--- config.mk ---
export PLATFORM = sky130hd
export DESIGN_NAME = msix_msg_gen
export DESIGN_NICKNAME = d
export VERILOG_FILES = /design/src/rtl/msix_pkg.sv /design/src/rtl/msix_vec_table.sv /design/src/rtl/msix_pend.sv /design/src/rtl/msix_pick.sv /design/src/rtl/msix_tx_reg.sv /design/src/rtl/msix_msg_gen.sv
export SDC_FILE = /design/constraint.sdc
export NUM_CORES = 1
export LEC_CHECK = 0
export BUFFER_PORTS_ARGS = -buffer_cell sky130_fd_sc_hd__buf_4
export CAP_MARGIN = 10
export CORE_AREA = 2 2 268 270
export CTS_CLUSTER_SIZE = 16
export DETAILED_ROUTE_END_ITERATION = 8
export DIE_AREA = 0 0 270 272
export PLACE_DENSITY_LB_ADDON = 0.1
export SLEW_MARGIN = 20
export SYNTH_ARGS = -nofsm -noshare
export SYNTH_HDL_FRONTEND = slang
export SYNTH_HIERARCHICAL = 1
export SYNTH_SLANG_ARGS = --single-unit
--- constraint.sdc ---
create_clock -name clk -period 4.7 [get_ports clk]
set_clock_uncertainty 0.2 [all_clocks]
set_input_delay 0.94 -clock clk [delete_from_list [all_inputs] [get_ports clk]]
set_output_delay 0.94 -clock clk [all_outputs]
set_load 0.05 [all_outputs]
--- src/rtl/msix_pkg.sv ---
package msix_pkg;

  localparam logic [2:0] FMT_3DW_DATA = 3'b010;
  localparam logic [2:0] FMT_4DW_DATA = 3'b011;
  localparam logic [4:0] TYPE_MEM     = 5'b00000;
  localparam logic [3:0] BE_FIRST     = 4'b1111;
  localparam logic [3:0] BE_LAST      = 4'b0000;
  localparam logic [9:0] LEN_ONE_DW   = 10'd1;

  typedef struct packed {
    logic [31:0] addr_lo;
    logic [31:0] addr_hi;
    logic [31:0] data;
    logic        mask;
  } vec_entry_t;

  function automatic logic [127:0] build_hdr(vec_entry_t e, logic [15:0] req_id);
    logic [31:0] dw0, dw1, dw2, dw3;
    logic        wide;
    wide = (e.addr_hi != 32'd0);
    dw0  = {(wide ? FMT_4DW_DATA : FMT_3DW_DATA), TYPE_MEM, 14'd0, LEN_ONE_DW};
    dw1  = {req_id, 8'h00, BE_LAST, BE_FIRST};
    dw2  = wide ? e.addr_hi : e.addr_lo;
    dw3  = wide ? e.addr_lo : 32'd0;
    return {dw3, dw2, dw1, dw0};
  endfunction

endpackage

--- src/rtl/msix_vec_table.sv ---
module msix_vec_table
  import msix_pkg::*;
#(
  parameter int NUM_VEC = 4,
  parameter int DAW     = 5
) (
  input  logic             clk,
  input  logic             rst_n,
  input  logic             wr_en,
  input  logic [DAW-1:0]   addr,
  input  logic [31:0]      wdata,
  output logic [31:0]      rdata,
  output vec_entry_t       ent [NUM_VEC]
);

  localparam int VIW = DAW - 2;

  logic [VIW-1:0] vidx;
  logic [1:0]     word;

  assign vidx = addr[DAW-1:2];
  assign word = addr[1:0];

  for (genvar v = 0; v < NUM_VEC; v++) begin : g_slot
    logic hit;
    assign hit = wr_en && (int'(vidx) == v);

    always_ff @(posedge clk or negedge rst_n) begin
      if (!rst_n) begin
        ent[v].addr_lo <= '0;
        ent[v].addr_hi <= '0;
        ent[v].data    <= '0;
        ent[v].mask    <= 1'b1;
      end else if (hit) begin
        case (word)
          2'd0:    ent[v].addr_lo <= {wdata[31:2], 2'b00};
          2'd1:    ent[v].addr_hi <= wdata;
          2'd2:    ent[v].data    <= wdata;
          default: ent[v].mask    <= wdata[0];
        endcase
      end
    end
  end

  always_comb begin
    rdata = '0;
    for (int v = 0; v < NUM_VEC; v++) begin
      if (int'(vidx) == v) begin
        case (word)
          2'd0:    rdata = ent[v].addr_lo;
          2'd1:    rdata = ent[v].addr_hi;
          2'd2:    rdata = ent[v].data;
          default: rdata = {31'd0, ent[v].mask};
        endcase
      end
    end
  end

endmodule

--- src/rtl/msix_pend.sv ---
module msix_pend #(
  parameter int NUM_VEC = 4
) (
  input  logic               clk,
  input  logic               rst_n,
  input  logic [NUM_VEC-1:0] set,
  input  logic [NUM_VEC-1:0] clr,
  output logic [NUM_VEC-1:0] pend
);

  // A new event in the same cycle as a launch keeps the bit set.
  always_ff @(posedge clk or negedge rst_n) begin
    if (!rst_n) pend <= '0;
    else        pend <= (pend & ~clr) | set;
  end

endmodule

--- src/rtl/msix_pick.sv ---
module msix_pick #(
  parameter int NUM_VEC = 4
) (
  input  logic [NUM_VEC-1:0] req,
  output logic [NUM_VEC-1:0] grant,
  output logic               any
);

  always_comb begin
    grant = '0;
    any   = 1'b0;
    for (int v = 0; v < NUM_VEC; v++) begin
      if (req[v] && !any) begin
        grant[v] = 1'b1;
        any      = 1'b1;
      end
    end
  end

endmodule

--- src/rtl/msix_tx_reg.sv ---
module msix_tx_reg (
  input  logic         clk,
  input  logic         rst_n,
  input  logic         load,
  input  logic [127:0] hdr_in,
  input  logic [31:0]  data_in,
  input  logic         tx_ready,
  output logic         tx_valid,
  output logic [127:0] tx_hdr,
  output logic [31:0]  tx_data
);

  always_ff @(posedge clk or negedge rst_n) begin
    if (!rst_n) begin
      tx_valid <= 1'b0;
      tx_hdr   <= '0;
      tx_data  <= '0;
    end else if (load) begin
      tx_valid <= 1'b1;
      tx_hdr   <= hdr_in;
      tx_data  <= data_in;
    end else if (tx_ready) begin
      tx_valid <= 1'b0;
    end
  end

endmodule

--- src/rtl/msix_msg_gen.sv ---
module msix_msg_gen
  import msix_pkg::*;
#(
  parameter int NUM_VEC = 4,
  parameter int DAW     = $clog2(NUM_VEC * 4 + 1)
) (
  input  logic               clk,
  input  logic               rst_n,
  input  logic               cfg_msix_en,
  input  logic               cfg_func_mask,
  input  logic [15:0]        cfg_req_id,
  input  logic               reg_wr,
  input  logic [DAW-1:0]     reg_addr,
  input  logic [31:0]        reg_wdata,
  output logic [31:0]        reg_rdata,
  input  logic [NUM_VEC-1:0] irq_fire,
  output logic               tx_valid,
  input  logic               tx_ready,
  output logic [127:0]       tx_hdr,
  output logic [31:0]        tx_data
);

  localparam int PBA_ADDR = NUM_VEC * 4;

  vec_entry_t         ent [NUM_VEC];
  logic [31:0]        tbl_rdata;
  logic [NUM_VEC-1:0] pend, vmask, eligible, grant, clr;
  logic               any, launch, fn_open, is_pba;
  vec_entry_t         sel;

  msix_vec_table #(.NUM_VEC(NUM_VEC), .DAW(DAW)) u_table (
    .clk   (clk),
    .rst_n (rst_n),
    .wr_en (reg_wr),
    .addr  (reg_addr),
    .wdata (reg_wdata),
    .rdata (tbl_rdata),
    .ent   (ent)
  );

  for (genvar v = 0; v < NUM_VEC; v++) begin : g_mask
    assign vmask[v] = ent[v].mask;
  end

  assign fn_open  = cfg_msix_en && !cfg_func_mask;
  assign eligible = pend & ~vmask & {NUM_VEC{fn_open}};

  msix_pick #(.NUM_VEC(NUM_VEC)) u_pick (
    .req   (eligible),
    .grant (grant),
    .any   (any)
  );

  assign launch = any && !tx_valid;
  assign clr    = launch ? grant : '0;

  msix_pend #(.NUM_VEC(NUM_VEC)) u_pend (
    .clk   (clk),
    .rst_n (rst_n),
    .set   (irq_fire),
    .clr   (clr),
    .pend  (pend)
  );

  always_comb begin
    sel = '0;
    for (int v = 0; v < NUM_VEC; v++) begin
      if (grant[v]) sel = ent[v];
    end
  end

  msix_tx_reg u_tx (
    .clk      (clk),
    .rst_n    (rst_n),
    .load     (launch),
    .hdr_in   (build_hdr(sel, cfg_req_id)),
    .data_in  (sel.data),
    .tx_ready (tx_ready),
    .tx_valid (tx_valid),
    .tx_hdr   (tx_hdr),
    .tx_data  (tx_data)
  );

  assign is_pba = (int'(reg_addr) == PBA_ADDR);

  always_comb begin
    reg_rdata = tbl_rdata;
    if (is_pba) begin
      reg_rdata = '0;
      reg_rdata[NUM_VEC-1:0] = pend;
    end
  end

endmodule

* Word level (Yosys, flattened, before mapping) *
Cells that the tools add are included.

word-level totals
  flip-flop bits (word level) = 505
  bits in latches = 0
  bits in writable memories = 0
  ROM bits = 0
  input bits = 63
  output and inout port bits = 193
  memories kept = 0

cells by class
  add/subtract/negate cells = 0
  $mul = 0
  div/mod/pow operators = 0
  magnitude comparators = 0
  eq/ne operators = 6
  shift operators = 0
  mux-type cells = 26
  bitwise gates (word level) = 7
  reductions and logical operators = 35

operators by type and width
  kind                                           count
  2-to-1 mux 97 bit                              4
  one-hot mux 32 bit (3 select lines)            4
  2-to-1 mux 32 bit                              7
  AND reduction 2 bit                            16
  nonzero test 32 bit                            1
  AND 4 bit                                      3
  2-to-1 mux 1 bit                               10
  logical AND 1 bit                              9
  NOT 4 bit                                      2
  == test 3 bit, second input constant           2
  == test 5 bit, second input constant           1
  zero test 1 bit                                5
  2-to-1 mux 4 bit                               1
  bitwise OR 4 bit                               1
  == test 3 x 2 -> 1 bit, second input constant  1
  zero test 3 bit                                1
  OR reduction 3 bit                             1
  == test 2 x 1 -> 1 bit, second input constant  1
  == test 2 bit, second input constant           1
  zero test 2 bit                                1
  nonzero test 2 bit                             1
  NOT 1 bit                                      1

* Logic depth before layout (Yosys ltp) *
Gate-level depths: netlist of run 1.

  word-level depth = 18
  mapped depth = 16
  mapped depth without buffers = 11

* Cells and area by module *
Netlist of run 1, hierarchy kept.

by module, submodules not included
  module          instances  cells an instance  area each (um^2)  sequential area each (um^2)
  msix_vec_table  1          1388               17889.7           9514.1
  msix_tx_reg     1          341                6334.8            4028.9
  msix_msg_gen    1          569                3482.1            0.0
  msix_pend       1          12                 145.1             100.1
  msix_pick       1          5                  37.5              0.0

* Least setup slack after synthesis of run 1 *
OpenSTA, ideal clock, no wires.

  kind = input to register
  start = input cfg_func_mask
  end = register u_tx.tx_hdr[117]
  library setup time = 0.125 ns
  arrival = 3.720 ns
  data required time = 4.375 ns
  setup slack = 0.655 ns
  stages = 14
  cell sequence = nand2b_1 nor3b_1 nor4b_1 inv_1 buf_2 buf_2 o22ai_1 o22ai_1 nor4_1 and4_1 buf_4 buf_2 nor2_1 mux2_4

RTL lines
  element               RTL line            source
  from (decl)           msix_msg_gen.sv:10  input logic cfg_func_mask,
  zero test 1 bit *     msix_msg_gen.sv:45  assign fn_open = cfg_msix_en && !cfg_func_mask;
  logical AND 1 bit *   msix_msg_gen.sv:45
  AND 4 bit *           msix_msg_gen.sv:46  assign eligible = pend & ~vmask & {NUM_VEC{fn_open}};
  net eligible[3]       msix_msg_gen.sv:27  logic [NUM_VEC-1:0] pend, vmask, eligible, grant, clr;
  logical AND 1 bit *   msix_pick.sv:13     if (req[v] && !any) begin
  2-to-1 mux 1 bit *    msix_pick.sv:13
  net grant[3]          msix_msg_gen.sv:27
  2-to-1 mux 97 bit *   msix_msg_gen.sv:68  if (grant[v]) sel = ent[v];
  nonzero test 32 bit   msix_pkg.sv:20      wide = (e.addr_hi != 32'd0);
  2-to-1 mux 32 bit *   msix_pkg.sv:24      dw3 = wide ? e.addr_lo : 32'd0;
  to (signal assigned)  msix_tx_reg.sv:20   tx_hdr <= hdr_in;
  to (decl)             msix_tx_reg.sv:9    output logic [127:0] tx_hdr,

Mark *: on every way through the listed nets, which the timed path passes. The rest lies on a longest branch.
A chain may end at the register's enable or synchronous reset.

* Worst setup path after layout of run 1 *
  start = input cfg_func_mask
  end = register u_tx.tx_hdr[72]

RTL lines
  element                           RTL line            source
  zero test 1 bit *                 msix_msg_gen.sv:45
  logical AND 1 bit *               msix_msg_gen.sv:45
  AND 4 bit *                       msix_msg_gen.sv:46
  net eligible[1]                   msix_msg_gen.sv:27
  logical AND 1 bit *               msix_pick.sv:13
  2-to-1 mux 1 bit *                msix_pick.sv:13
  net grant[1]                      msix_msg_gen.sv:27
  2-to-1 mux 97 bit * (3 in a row)  msix_msg_gen.sv:68
  nonzero test 32 bit               msix_pkg.sv:20
  2-to-1 mux 32 bit *               msix_pkg.sv:23      dw2 = wide ? e.addr_hi : e.addr_lo;

Marked as above.

==> impl_results.md, run 1 <==
- Status: finished, final reports clean
- R2R cell count: 14
- Area of the die: between 70000 and 80000 µm²
- Max-slew violations: 0
- Max-cap violations: 0
- CTS clk-pin slew, worst paths: roughly 60 ps
- Pin count of the biggest net entering global routing: 130
- Fin crit period: approximately 4300 ps
- Arrival time worst endpoint: 4650 ps
- EDFF count, synth: 0
- Most frequent cells in the layout: dfrtp_1 (541), mux2_2 (442), buf_4 (380)
- Buffers on Ports: 255
- Slew headroom: 0.3568
- Worst reg2reg path endpoint: u_tx/tx_hdr[72]$_DFFE_PN0P_
- FP Rows: 98
- Hold Path Class: input pin to async pin
- CP delay by family, top: simple AND/OR/NAND/NOR gates
- Setup repair bufs after CTS: 0
- Die Y: 272 µm
- Share of post-route cells with drive strength above 1: 0.4179
- Worst path depth: 16
- Routed WL: about 98 mm
- Initial antenna violation count: 2
- First-pass GRT wire length: approximately 150 mm
- Crit share post-route: 0.9171
- CTS H-tree depth: 3
- Synth unique cells: 57
- Predominant post-synthesis flop cell: dfrtp_1
- Clk sinks: 545
- Avg WL per Cell: 27.11 µm
- Final Wtd Congestion: 0.8615
- Antenna cells: 0
- Final core occ: 0.4812
- Number of global-route vias before repair: approximately 21000
- Worst hold slack: around 140 ps
- RSZ-0062 raised after global routing: false
- Peak supply drop: a little over 0.4 mV
- Slew at the pin with the worst max-slew slack: slightly below 1000 ps
- Core Region: roughly 71000 µm²
- CTS tree: yes
- Post-Syn Area per Cell: roughly 12 µm²
- Worst setup path category: input pin to flop
- Number of gates resized after CTS: 0
- Grt ovf: 0
- Hold Fails Final Rpt: 0
- Die width: ~270 µm
- Dpl hpwl: ~65 mm
- Leak: 15.44 nW
- CP startpoint kind: input pin
- CP peak stage delay: between 400 and 500 ps
- Commonest non-fill, non-tap cell in the layout: dfrtp_1
- Mapped Cells: roughly 2300
- Sequential area share after synthesis: 0.4892
- Final setup viols: 0
- CP Buf/Inv Count: 6
- Yosys warnings: 6
- # hold bufs at CTS: 0
- Post-place setup slack: -205.0 ps
- Ys async rst share: 1.000
- CTS Buf Count: 66
- Post-Syn Area: 27890 µm²
- R2R setup slack: 610 ps
- Seq cells post-synth: ~550
- Worst setup margin: ~400 ps
- Crit path cell chain: buf_4 -> nand2b_1 -> nor3b_1 -> buf_4 -> nor2b_4 -> nor2b_4 -> buf_12 -> buf_4 -> a221oi_1 -> o22ai_1 -> nor4_1 -> and4_2 -> inv_4 -> buf_12 -> o21ai_0 -> mux2_4
- Via count: 20940
- Synth-to-layout area growth: 22.06%
- Worst skew pair latency: ~600 ps
- Initial Util: 0.3942
- WP data required: between 5000 and 6000 ps
- Clk buf depth: 3
- Post-DR vias/cell: roughly 5.8
- Top cell by count, worst path: buf_4
- CTS root buffer: clkbuf_16
- Total GRT Usage: 0.2631
- ANT nets after route: 0
- Router iterations before antenna repair: 6
- IO Pins: 256
- Iter 0 DRT Violations: about 1500
- Slowest CP cell: a221oi_1
- Final nets: approximately 2700
- Crit Path Max Fanout: 14
- R2r startpoint: u_table/ent[194]$_DFFE_PN1P_
- DRC viols: 0
- Cell Pwr Density: 568.2 nW/µm²
- Setup crit end kind: flop
- FMAX: about 230 MHz
## where the power goes
group | switching [mW] | total (mW) | internal, mW | leakage [nW]
clock | 2.12 | 5.47 | 3.35 | 1.13
combinational | 4.14 | 6.84 | 2.71 | 7.40
sequential | 1.06 | 7.03 | 5.97 | 6.91
## how the worst max path moves through the flow
stage / from / end
floorplan: cfg_func_mask / u_tx/tx_hdr[117]$_DFFE_PN0P_
global placement: cfg_func_mask / u_tx/tx_hdr[64]$_DFFE_PN0P_
detailed placement: cfg_func_mask / u_tx/tx_hdr[72]$_DFFE_PN0P_
CTS: cfg_func_mask / u_tx/tx_hdr[72]$_DFFE_PN0P_
global route: cfg_func_mask / u_tx/tx_hdr[72]$_DFFE_PN0P_
finish: cfg_func_mask / u_tx/tx_hdr[72]$_DFFE_PN0P_
## synth_stat cells (44+ instances only)
master | count | area share
mux2i_1 | 92 | 0.033
clkbuf_1 | 104 | 0.014
a221oi_1 | 44 | 0.014
o21ai_0 | 97 | 0.017
dfrtp_1 | 541 | 0.49
o22ai_1 | 73 | 0.016
nand2_1 | 106 | 0.014
nor2b_1 | 65 | 0.015
mux2_4 | 89 | 0.048
mux2_2 | 442 | 0.18
a21oi_1 | 68 | 0.012
buf_2 | 51 | 0.0092
nor2_1 | 101 | 0.014
## cell families after synthesis
group / count (synthesis) / synth area share
AO/OA/AOI/OAI: 470 / 0.1223
buffers and inverters: 246 / 0.04513
flip-flops: 545 / 0.4892
multiplexers: 638 / 0.2655
other: 3 / 0.0004037
AND/OR/NAND/NOR: 413 / 0.07748
## cell type report
type	instances	area, µm²
Clock buffer	93	1874
Clock inverter	27	429.2
Fill cell	6426	36710
Inverter	10	40.04
Multi-Input combinational cell	1576	13290
Sequential cell	545	13640
Tap cell	950	1189
Timing Repair Buffer	417	3580
## per-stage QoR
| stage | instance area, µm² | cells | setup TNS [ps] | power (mW) |
|---|---|---|---|---|
| final | 34040 | 3618 | 0 | 19.34 |
| after global routing | 34040 | 3618 | 0 | 20.13 |
| after CTS | 34040 | 3618 | 0 | 19.49 |
| after detailed placement | 31740 | 3498 | -5488 | 13.95 |
| after global placement | 31740 | 3498 | -3095 | 13.84 |
| after floorplan | 28080 | 2367 | 0 | 11.52 |
## flip-flops by register name, summed over array words and instances, names as in the netlist
name           flops
u_tx/tx_data      32
u_pend/pend        4
u_tx/tx_valid      1
u_table/ent      380
u_tx/tx_hdr      128
## layer usage
layer | GRT usage | wire length, µm | up-vias
li1 | - | - | 9128
met1 | 0.3766 | 44920 | 10850
met2 | 0.4091 | 44530 | 813
met3 | 0.04214 | 6050 | 146
met4 | 0.08187 | 2568 | 4
met5 | 0 | 22 | -
## worst register-to-register path, cell delays in order, from the launching register on
cell	delay, ps
dfstp_2	570
nor3b_1	80
buf_4	160
nor4b_2	360
buf_4	180
inv_1	90
buf_4	220
o22ai_1	460
o22ai_1	140
nor4_1	420
and4_2	430
inv_4	130
buf_12	190
o21ai_0	220
mux2_4	180
Note: power is estimated with default switching activity, not from simulation.
==> inputs of run 2 (changes only) <==
- CTS_BUF_LIST: default -> sky130_fd_sc_hd__clkbuf_8
- CTS_CLUSTER_DIAMETER: default -> 120
- MAX_ROUTING_LAYER: default -> met4
==> run 2 against run 1 <==
Effect of this change: clock-buffer cell count decreased by 52; largest cell class unchanged; critical path type unchanged; highest routed layer is now met4; critical endpoint unchanged; register-to-register slack improved by 20 ps; cell count decreased by 1.9%; first-iteration DRC count increased by 3.9%; hold slack got worse by 63 ps.
==> impl_results.md, run 2 (synthesis results as in run 1) <==
- Status: finished, final reports clean
- Crit Path Max Fanout: 14 (unchanged)
- Sw Share: 0.4189 (+0.04057)
- Total GRT Usage: 0.2684 (+0.005333)
- Die Y: 272 µm (unchanged)
- Slew headroom: 0.3728 (+0.01592)
- Slew at the pin with the worst max-slew slack: 940.9 ps (-23.88 ps)
- Hold Fails Final Rpt: 0 (unchanged)
- Crit share post-route: 0.9093 (-0.007832)
- Placed cell area: 31740 µm² (unchanged)
- CP startpoint kind: input pin
- Internal power: 9.460 mW (-21%)
- Largest register FFs: 380 (unchanged)
- Via count: 20480 (-2.2%)
- Routed WL: 97.18 mm (-0.92%)
- Final std cell area, no fill: 32360 µm² (-5.0%)
- Grt ovf: 0 (unchanged)
- CTS clk-pin slew, worst paths: 110 ps (+50 ps)
- Switch Pwr: 6.820 mW (-6.8%)
- Biggest register: u_table/ent
- Multi-input logic area: 13290 µm² (unchanged)
- Worst setup path category: input pin to flop
- DRC viols: 0 (unchanged)
- ANT nets after route: 0 (unchanged)
- Router iterations before antenna repair: 6 (unchanged)
- Pin count of the biggest net entering global routing: 130 (unchanged)
- Share of power burned in registers: 0.430 (+0.067)
- Arrival time worst endpoint: 4680 ps (+30 ps)
- Setup crit end kind: flop
- Fin crit period: 4274 ps (-36.81 ps)
- Most frequent cells in the layout: dfrtp_1 (541), mux2_2 (442), buf_4 (380)
- FP Rows: 98 (unchanged)
- Synth-to-layout area growth: 16.02%
- Die width: 270 µm (unchanged)
- Initial antenna violation count: 3 (+1)
- # hold bufs at CTS: 0 (unchanged)
- Worst reg2reg path endpoint: u_tx/tx_hdr[72]$_DFFE_PN0P_
- Combinational share of power: 0.420 (+0.066)
- Clk buf depth: 3 (unchanged)
- Share of post-route cells with drive strength above 1: 0.4053 (-0.01260)
- CTS Buf Count: 40 (-39%)
- Uppermost layer routed: met4
- CTS H-tree depth: 2 (-1)
- R2R cell count: 14 (unchanged)
- Fill cells: 6588 (+2.5%)
- Iter 0 DRT Violations: 1560 (+3.9%)
- Final setup viols: 0 (unchanged)
- Commonest non-fill, non-tap cell in the layout: dfrtp_1
- Worst skew pair latency: 670 ps (+60 ps)
- Peak supply drop: 0.3731 mV (-8.0%)
- RSZ-0062 raised after global routing: false
- R2r startpoint: u_table/ent[194]$_DFFE_PN1P_
- Hold Path Class: input pin to async pin
- Number of gates resized after CTS: 0 (unchanged)
- Max-slew violations: 0 (unchanged)
- IO Pins: 256 (unchanged)
- Final TNS setup: 0 ps (unchanged)
- Detailed route wirelength on metal3: 5.888 mm (-2.7%)
- Max-cap violations: 0 (unchanged)
- Post-DR vias/cell: 5.768 (-0.34%)
- CTS root buffer: clkbuf_8
- R2R setup slack: 630 ps (+20 ps)
- Dpl hpwl: 64.69 mm (unchanged)
- Area of the die: 73440 µm² (unchanged)
- Leak: 14.66 nW (-5.1%)
- Avg WL per Cell: 27.37 µm (+0.94%)
- Clock Power Share: 0.150 (-0.133)
- Cell Pwr Density: 503.1 nW/µm² (-11%)
- FMAX: 234.0 MHz (+0.86%)
- Setup repair bufs after CTS: 0 (unchanged)
- CTS tree: yes
- Buffers on Ports: 255 (unchanged)
- Initial Util: 0.3942 (unchanged)
- Final nets: 2653 (-0.97%)
- Number of global-route vias before repair: 20910 (-2.0%)
- Worst hold slack: 77.71 ps (-62.56 ps)
- Final Wtd Congestion: 0.8754 (+1.6%)
- Clk sinks: 545 (unchanged)
- Core Region: 70750 µm² (unchanged)
- WP data required: 5110 ps (+70 ps)
- Top flop regs: u_table/ent (380), u_tx/tx_hdr (128), u_tx/tx_data (32)
- First-pass GRT wire length: 144.5 mm (-0.88%)
- Register area: 13640 µm² (unchanged)
- DRT met1 WL: 44.83 mm (-0.20%)
- Wire length on met2: 44.04 mm (-1.1%)
==> run 2: critical path, cell delays in order <==
cell	delay, ps
buf_4	100
nand2b_1	270
nor3b_1	330
buf_4	170
nor2b_4	240
nor2b_4	80
buf_12	150
buf_4	180
a221oi_1	500
o22ai_1	130
nor4_1	430
and4_2	430
inv_4	130
buf_12	190
o21ai_0	220
mux2_4	180
==> run 2: power by group through the flow <==
stage	logic [mW]	clock network (mW)	registers, mW
detailed placement	6.86	0	7.09
CTS	6.87	2.54	7.00
finish	6.84	2.43	7.01
global placement	6.78	0	7.06
floorplan	2.61	0	8.91
global route	7.15	2.70	7.17
==> run 2: stage by stage <==
stage / utilization / total power [mW] / std cells / worst slack [ps]
after global routing: 0.4573 / 17.02 / 3551 / 280.9
after global placement: 0.4486 / 13.84 / 3498 / -105.3
after detailed placement: 0.4486 / 13.95 / 3498 / -205.0
after floorplan: - / 11.52 / 2367 / 654.8
after CTS: 0.4572 / 16.42 / 3548 / 501.4
final: 0.4573 / 16.28 / 3551 / 426.5
==> run 2: worst max path at each step <==
| stage | start | to |
|---|---|---|
| final | cfg_func_mask | u_tx/tx_hdr[72]$_DFFE_PN0P_ |
| after global routing | cfg_func_mask | u_tx/tx_hdr[72]$_DFFE_PN0P_ |
| after CTS | cfg_func_mask | u_tx/tx_hdr[72]$_DFFE_PN0P_ |
| after detailed placement | cfg_func_mask | u_tx/tx_hdr[72]$_DFFE_PN0P_ |
| after global placement | cfg_func_mask | u_tx/tx_hdr[64]$_DFFE_PN0P_ |
| after floorplan | cfg_func_mask | u_tx/tx_hdr[117]$_DFFE_PN0P_ |
==> run 2: layout make-up <==
cell class,count,share of cell area
flip-flops and latches,545,0.4216
multi-input cells,1576,0.4107
repair buffers,417,0.1106
well taps,950,0.03673
clock buffers,41,0.01744
clock inverters,9,0.001431
inverters,10,0.001237
diodes,3,0.0002320
==> run 2: layer usage <==
layer / vias up / global-route usage
met3: 127 / 0.04285
met4: 0 / 0.06871
met2: 721 / 0.4064
met5: - / -
met1: 10630 / 0.3756
li1: 9004 / -
